`src/rtl/pmc_pkg.sv`:
```
package pmc_pkg;
  localparam int unsigned WIDTH_5LVL   = 57;
  localparam int unsigned WIDTH_4LVL   = 48;
  localparam int unsigned WIDTH_LEGACY = 32;

  function automatic logic [7:0] eff_width(input logic la57);
    return la57 ? 8'(WIDTH_5LVL) : 8'(WIDTH_4LVL);
  endfunction

  function automatic logic [7:0] rep_width(input bit long_en, input bit la57_en);
    if (!long_en) return 8'(WIDTH_LEGACY);
    return la57_en ? 8'(WIDTH_5LVL) : 8'(WIDTH_4LVL);
  endfunction
endpackage

```
`src/rtl/pmc_wr_check.sv`:
```
module pmc_wr_check #(
  parameter int unsigned          REG_W    = 32,
  parameter int unsigned          LA57_POS = 12,
  parameter logic [REG_W-1:0]     ALLOW    = '1
) (
  input  logic [REG_W-1:0] cur_i,
  input  logic [REG_W-1:0] nxt_i,
  input  logic             long_mode_i,
  output logic             ok_o
);
  logic rsvd_hit, depth_hit;
  assign rsvd_hit  = |(nxt_i & ~ALLOW);
  // paging depth frozen while long mode is active
  assign depth_hit = long_mode_i && (nxt_i[LA57_POS] != cur_i[LA57_POS]);
  assign ok_o      = !rsvd_hit && !depth_hit;
endmodule

```
`src/rtl/pmc_canon.sv`:
```
module pmc_canon #(
  parameter int unsigned ADDR_W = 64,
  parameter int unsigned WIDTH  = 48
) (
  input  logic [ADDR_W-1:0] addr_i,
  output logic              canon_o
);
  localparam int unsigned TOP_N = ADDR_W - WIDTH + 1;
  logic [TOP_N-1:0] top;
  assign top     = addr_i[ADDR_W-1:WIDTH-1];
  assign canon_o = (&top) | ~(|top);
endmodule

```
`src/rtl/paging_mode_ctl.sv`:
```
module paging_mode_ctl
  import pmc_pkg::*;
#(
  parameter int unsigned      REG_W      = 32,
  parameter int unsigned      ADDR_W     = 64,
  parameter int unsigned      PHYS_W     = 46,
  parameter int unsigned      LA57_POS   = 12,
  parameter bit               LONG_EN    = 1'b1,
  parameter bit               LA57_EN    = 1'b1,
  parameter logic [REG_W-1:0] BASE_ALLOW = 32'h0000_2FFF,
  parameter logic [REG_W-1:0] BASE_FLUSH = 32'h0000_00B0
) (
  input  logic              clk_i,
  input  logic              rst_ni,
  input  logic              wr_valid_i,
  input  logic [REG_W-1:0]  wr_data_i,
  input  logic              long_mode_i,
  input  logic              restore_i,
  input  logic [REG_W-1:0]  restore_data_i,
  input  logic [ADDR_W-1:0] chk_addr_i,
  output logic [REG_W-1:0]  ctl_o,
  output logic [7:0]        lin_width_o,
  output logic              wr_ack_o,
  output logic              wr_err_o,
  output logic              tlb_flush_o,
  output logic              chk_canon_o,
  output logic              msr_canon_o,
  output logic [31:0]       id_word_o
);
  localparam bit               FEAT_ON  = LONG_EN && LA57_EN;
  localparam logic [REG_W-1:0] LA57_BIT = REG_W'(1) << LA57_POS;
  localparam logic [REG_W-1:0] ALLOW    = (BASE_ALLOW & ~LA57_BIT) | (FEAT_ON ? LA57_BIT : '0);
  localparam logic [REG_W-1:0] FLUSH    = BASE_FLUSH | LA57_BIT;
  localparam logic [7:0]       REP_W    = rep_width(LONG_EN, LA57_EN);

  logic [REG_W-1:0] ctl_q;
  logic             ack_q, err_q, flush_q;
  logic             wr_take, wr_ok;
  logic             canon48, canon57;

  assign wr_take = wr_valid_i && !restore_i;

  pmc_wr_check #(.REG_W(REG_W), .LA57_POS(LA57_POS), .ALLOW(ALLOW)) u_wr_check (
    .cur_i       (ctl_q),
    .nxt_i       (wr_data_i),
    .long_mode_i (long_mode_i),
    .ok_o        (wr_ok)
  );

  always_ff @(posedge clk_i or negedge rst_ni) begin
    if (!rst_ni) begin
      ctl_q   <= '0;
      ack_q   <= 1'b0;
      err_q   <= 1'b0;
      flush_q <= 1'b0;
    end else begin
      ack_q   <= wr_take && wr_ok;
      err_q   <= wr_take && !wr_ok;
      flush_q <= wr_take && wr_ok && |((wr_data_i ^ ctl_q) & FLUSH);
      if (restore_i)             ctl_q <= restore_data_i & ALLOW;
      else if (wr_take && wr_ok) ctl_q <= wr_data_i;
    end
  end

  pmc_canon #(.ADDR_W(ADDR_W), .WIDTH(WIDTH_4LVL)) u_canon48 (
    .addr_i  (chk_addr_i),
    .canon_o (canon48)
  );

  generate
    if (FEAT_ON) begin : g_la57
      pmc_canon #(.ADDR_W(ADDR_W), .WIDTH(WIDTH_5LVL)) u_canon57 (
        .addr_i  (chk_addr_i),
        .canon_o (canon57)
      );
    end else begin : g_no_la57
      assign canon57 = canon48;
    end
  endgenerate

  assign ctl_o       = ctl_q;
  assign lin_width_o = eff_width(ctl_q[LA57_POS]);
  assign chk_canon_o = ctl_q[LA57_POS] ? canon57 : canon48;
  assign msr_canon_o = canon48;
  assign wr_ack_o    = ack_q;
  assign wr_err_o    = err_q;
  assign tlb_flush_o = flush_q;
  assign id_word_o   = {16'h0000, REP_W, 8'(PHYS_W)};
endmodule

```
`config.mk`:
```
export PLATFORM = sky130hd
export DESIGN_NAME = paging_mode_ctl
export DESIGN_NICKNAME = d
export VERILOG_FILES = /design/src/rtl/pmc_pkg.sv /design/src/rtl/pmc_wr_check.sv /design/src/rtl/pmc_canon.sv /design/src/rtl/paging_mode_ctl.sv
export SDC_FILE = /design/constraint.sdc
export NUM_CORES = 1
export LEC_CHECK = 0
export CAP_MARGIN = 20
export CORE_AREA = 10 10 73 75
export CTS_CLUSTER_SIZE = 20
export DETAILED_ROUTE_END_ITERATION = 12
export DIE_AREA = 0 0 83 85
export DONT_BUFFER_PORTS = 1
export GPL_TIMING_DRIVEN = 0
export SKIP_LAST_GASP = 1
export SYNTH_ARGS = -nofsm -noshare
export SYNTH_HDL_FRONTEND = slang
export SYNTH_SLANG_ARGS = --single-unit
```
`constraint.sdc`:
```
create_clock -name clk_i -period 4 [get_ports clk_i]
set_input_delay 0.8 -clock clk_i [delete_from_list [all_inputs] [get_ports clk_i]]
set_output_delay 0.8 -clock clk_i [all_outputs]
set_load 0.02 [all_outputs]
```
== After elaboration in Yosys (flattened, before gate mapping) ==
Index checks and enable logic that the tools add are counted.
Word-level totals
  output and inout port bits: 77
  word-level logic and storage cells: 31
  register bits after elaboration: 35
  input bits: 133
Cells by class
  equality and inequality tests: 1
  reductions and logical operators: 17
  multiplexer cells: 4
  bitwise gates (word level): 5
Operator list (count)
  $mux W32: 2
  $reduce_or A18 Y1: 1
  $reduce_and A17 Y1: 1
  $reduce_or A17 Y1: 1
  $xor A13 B13 Y13: 1
  $reduce_and A8 Y1: 1
  $reduce_or A8 Y1: 1
  $logic_and A1 B1 Y1: 6
  $logic_not A1 Y1: 4
  $mux W4: 1
  $reduce_or A4 Y1: 1
  $not A1 Y1: 2
  $or A1 B1 Y1: 2
  $reduce_bool A2 Y1: 1
  $mux W1: 1
  $ne A1 B1 Y1: 1

== Depth between registers and ports, before layout ==
  depth after elaboration: 7
  mapped depth: 5
  mapped depth without buffers: 4

== Cells and area by module ==
Synthesis repeated with hierarchy kept, for this count alone.
Unflattened totals
  cell total of the unflattened synthesis: 206
  area total of the unflattened synthesis: 2195.9 um^2
Modules (own cells, without submodules)
  paging_mode_ctl: area each 2006.9 um^2, cells an instance 181, instances 1, seq. area each 875.8 um^2
  pmc_canon at u_canon48: area each 98.8 um^2, cells an instance 12, instances 1, seq. area each 0.0 um^2
  pmc_wr_check: area each 52.6 um^2, cells an instance 7, instances 1, seq. area each 0.0 um^2
  pmc_canon at g_la57.u_canon57: area each 37.5 um^2, cells an instance 6, instances 1, seq. area each 0.0 um^2

== Worst setup path after synthesis ==
OpenSTA, ideal clock, no wires.
  path type: input to output
  start point: input chk_addr_i[59]
  end point: output chk_canon_o
  slack: 1.466 ns
  data arrival time: 1.734 ns
  path buffers: 0
  required time: 3.200 ns
  cell stages on the path: 4
  cells stage by stage: or4_1 nor2_1 nand4_1 nand3_1
Between the ends
  longest elaborated chain between the ends: 4
  elaborated cells between the ends (all ways): 9
  classes of those cells: mux (1); bitwise (4); reduce/logical (4)
Ends and longest elaborated chain
  start: declaration: RTL line paging_mode_ctl.sv:20  | input logic [ADDR_W-1:0] chk_addr_i,
  $reduce_or A17 Y1 or $reduce_or A8 Y1 (tied branches): RTL line pmc_canon.sv:11  | assign canon_o = (&top) | ~(|top);
  $not A1 Y1: RTL line pmc_canon.sv:11
  $or A1 B1 Y1: RTL line pmc_canon.sv:11
  $mux W1 (*): RTL line paging_mode_ctl.sv:83  | assign chk_canon_o = ctl_q[LA57_POS] ? canon57 : canon48;
  end: declaration: RTL line paging_mode_ctl.sv:26  | output logic chk_canon_o,
Mark *: on every way between the ends. The rest lies on a longest branch, timed or not.

== Worst setup path in the final report ==
Ends and elaborated chain as after synthesis.

==> reports/metrics.sh <==
NUMBER_OF_BUFFERS_ON_THE_LONGEST_CLOCK_PATH=2
YOSYS.AREA.TOP_TYPE_SHARE=0.458
WORSTPATHREQUIRED_NS=3.20
WORST-PATH-MAX-FANOUT=2
CTS.HTREE.LEVELS=2
EDFF_COUNT_SYNTH=0
CRIT_PATH_CELL_TRACE='or4_1 -> nor2_1 -> o21ai_0 -> nand3_1'
YOSYSWARNINGCOUNT=0
FIN_TNS_SETUP_NS=0
DIEHEIGHT_UM=85
FINISH.CELL_COUNT_WITHOUT_FILLERS=286
VIAS_PER_CELL=5.33
LEAKAGE_uW=0.00107
CLOCK_TREE_FROM_TRITONCTS='built'
GRT_MAX_DEGREE=36
SYNTHTOPCELLSBYCOUNT='sky130_fd_sc_hd__buf_4 (40), sky130_fd_sc_hd__dfrtp_1 (35), sky130_fd_sc_hd__and2_1 (22), sky130_fd_sc_hd__nand4_1 (15), sky130_fd_sc_hd__nor2_1 (13)'
TIMING.CRITICAL_PATH.BUF_INV=0
FINALCLOCKSKEW_NS=0.00764
POWER.DENSITY_CELL_AREA_nW_PER_UM2=391
POST_CTS_RESIZED=0
CTS_SINKS=35
POST_CTS.REPAIR.SETUP_BUFFERS=0
GRT_SETUP_UNREPAIRED='no'
TIMING.MAX_SLEW.REL_SLACK=0.666
DIODES=0
TIMING.CRITICAL_PATH.SLOWEST_STAGE_CELL='sky130_fd_sc_hd__or4_1'
POST_SYNTHESIS_INSTANCE_TOTAL=192
DRTANTENNAVIOLNETS=0
DIE_WIDTH_UM=83
MAX_RAIL_DROP_VDD_mV=0.247
PLACEMENT_ROWS=23
SYNTH_ASYNC_SR_FLOP_SHARE=1.00
INITIAL_ANTENNA_VIOLATION_COUNT=0
ROUTABILITYCONGESTION=0.814
ROUTED_WIRE_LENGTH_PER_INSTANCE_UM=19.8
CTSROOTBUFFERMASTER='sky130_fd_sc_hd__clkbuf_8'
DRV_SLEW=0
NETLIST.TOP_CELL.BY_AREA='sky130_fd_sc_hd__dfrtp_1'
TOP_LEVEL_PORTS=210
SYN-CELL-AREA_UM2=1910
CTS-HOLD-FIX-BUFFERS=0
GRT.TOTAL_USAGE=0.153
TIGHTEST_SLEW_NS=0.501
MEAN_POST_SYNTH_CELL_AREA_UM2=9.96
GR-TOTAL-OVERFLOW=0
DRC=0
INITIAL_DRC_COUNT=101
GRT_FIRST_PASS_WIRELENGTH_UM=8940
CORE_UM2=3910
INITIAL_UTILIZATION=0.488
SYNTH.DISTINCT_CELLS=28
DP.FINAL_HPWL_UM=4700
LAYOUT-DRIVE-GT1-SHARE=0.220
FLOORPLAN.DIE_AREA_UM2=7060
HOLD_VIOL_FINAL=0
CRIT_TYPE='input port to primary output'
WORSTPATHARRIVAL_NS=1.81
MAX_FREQ_MHz=383
PLACED_CELLS=278
OUTCOME='finished clean'
FILLERINSTANCES=337
SYNTHTOPCELLSBYAREA='sky130_fd_sc_hd__dfrtp_1 (46%), sky130_fd_sc_hd__buf_4 (16%), sky130_fd_sc_hd__and2_1 (7.2%)'
CTS.CLK_SLEW.WORST_PATHS_NS=0.07
CRITPATHLAUNCHTYPE='input port'
FINALSETUPVIOLATIONS=0
SYNTH-SEQ-CELLS=35
CPPEAKSTAGEDELAY_NS=0.51
PLACE.PORT_BUFFERS=0
WORSTSKEWPAIRLATENCY_NS=0.28
SYNTH.MOST_COMMON_CELL='sky130_fd_sc_hd__buf_4'
LAYOUT_WORST_PATH_CYCLE_SHARE=0.653
NUMBER_OF_GLOBAL_ROUTE_VIAS_BEFORE_REPAIR=1580
CTS_BUFFER_COUNT=5
POSTSYNTH.TOPFLOPCELL='sky130_fd_sc_hd__dfrtp_1'
WL_UM=5670
SYNTH-SEQ-AREA-SHARE=0.458
MAXCAPVIOLCOUNT=0
FINALWORSTPATHREQUIREDPERIOD_NS=2.61
CRIT_PATH_END_KIND='primary output'
AREA_GROWTH_SYN_TO_LAYOUT_PCT=17.3
ROUTED-VIA-COUNT=1523
FIRST_PASS_ITERS=4
FINISH.NET_COUNT=368
WORST_PATH_DOMINANT_CELL_FAMILY='simple AND/OR/NAND/NOR gates'
MIN_PATH_TYPE='input port to asynchronous set/reset pin'
## worst paths after layout
kind	startpoint	endpoint	slack (ns)	depth (start not counted)
worst max-delay path	chk_addr_i[59]	chk_canon_o	1.39	4
min in group clk_i	ctl_o[14]	ctl_o[14]	0.64	1
worst min register to register	ctl_o[14]	ctl_o[14]	0.64	1
worst max register to register	ctl_o[12]	ctl_o[5]	1.88	5
max in group asynchronous	rst_ni	ctl_o[0]	3.71	0
worst min-delay path	rst_ni	ctl_o[12]	0.20	0
## metrics by stage
stage               area [µm²]  total power (µW)  hold WS [ns]   util  setup slack (ns)
CTS                       2240               883         0.195  0.573              1.38
finish                    2240               876         0.204  0.573              1.39
floorplan                 2050               497         0.504      -              1.47
global route              2240               918         0.180  0.573              1.30
global placement          2110               509         0.505  0.539              1.39
detailed placement        2110               512         0.506  0.539              1.35
## power by group
group / internal, µW / switching (µW)
Sequential: 367 / 30.5
Combinational: 45.2 / 65.8
Clock: 249 / 119
## sequential cells by signal, indices dropped and copies added (netlist names)
name and cells:
ctl_o 32, tlb_flush_o 1, wr_ack_o 1, wr_err_o 1
## metal layers
metal	up-vias	global-route usage	routed length (µm)
met3	9	0.119	1130
met1	692	0.169	1920
met4	0	0.0418	72
met5	-	0	0
met2	128	0.225	2550
li1	694	-	-
## kinds of logic after synthesis
group / Yosys count / share of synthesized area
buf+inv: 51 / 0.180
xor+xnor: 4 / 0.0183
compound gates: 31 / 0.130
simple gates: 69 / 0.209
other cells: 2 / 0.00393
flops: 35 / 0.458
## cells in the final DEF, fill, tap and decap left out, types with 2 or more instances in the layout
master,n
sky130_fd_sc_hd__clkbuf_1,9
sky130_fd_sc_hd__and3_1,2
sky130_fd_sc_hd__nand3_1,2
sky130_fd_sc_hd__buf_4,40
sky130_fd_sc_hd__clkbuf_8,5
sky130_fd_sc_hd__and2_1,22
sky130_fd_sc_hd__nor2_1,13
sky130_fd_sc_hd__o31ai_1,10
sky130_fd_sc_hd__nand2_1,2
sky130_fd_sc_hd__conb_1,38
sky130_fd_sc_hd__nand4_1,15
sky130_fd_sc_hd__a31oi_1,11
sky130_fd_sc_hd__a221o_1,4
sky130_fd_sc_hd__or4_1,2
sky130_fd_sc_hd__dfrtp_1,35
sky130_fd_sc_hd__a21oi_1,2
sky130_fd_sc_hd__buf_2,2
sky130_fd_sc_hd__nor4_1,5
sky130_fd_sc_hd__xor2_1,4
sky130_fd_sc_hd__bufinv_16,2
sky130_fd_sc_hd__nor3_1,2
## cell type report
class | count | area, µm² | area share
inverter | 1 | 3.75 | 0.00167
clock inverter | 2 | 60.1 | 0.0268
sequential | 35 | 876 | 0.391
clock buffer | 6 | 72.6 | 0.0324
multi-input combinational | 142 | 827 | 0.369
tap | 50 | 62.6 | 0.0279
buffer | 50 | 340 | 0.152
## worst register-to-register path, stage by stage (launching register included)
cell,delay (ns)
sky130_fd_sc_hd__dfrtp_1,0.56
sky130_fd_sc_hd__xor2_1,0.23
sky130_fd_sc_hd__a2111oi_4,0.48
sky130_fd_sc_hd__a31oi_1,0.23
sky130_fd_sc_hd__buf_2,0.22
sky130_fd_sc_hd__a221o_1,0.30
Power figures use the tool's default switching activity.
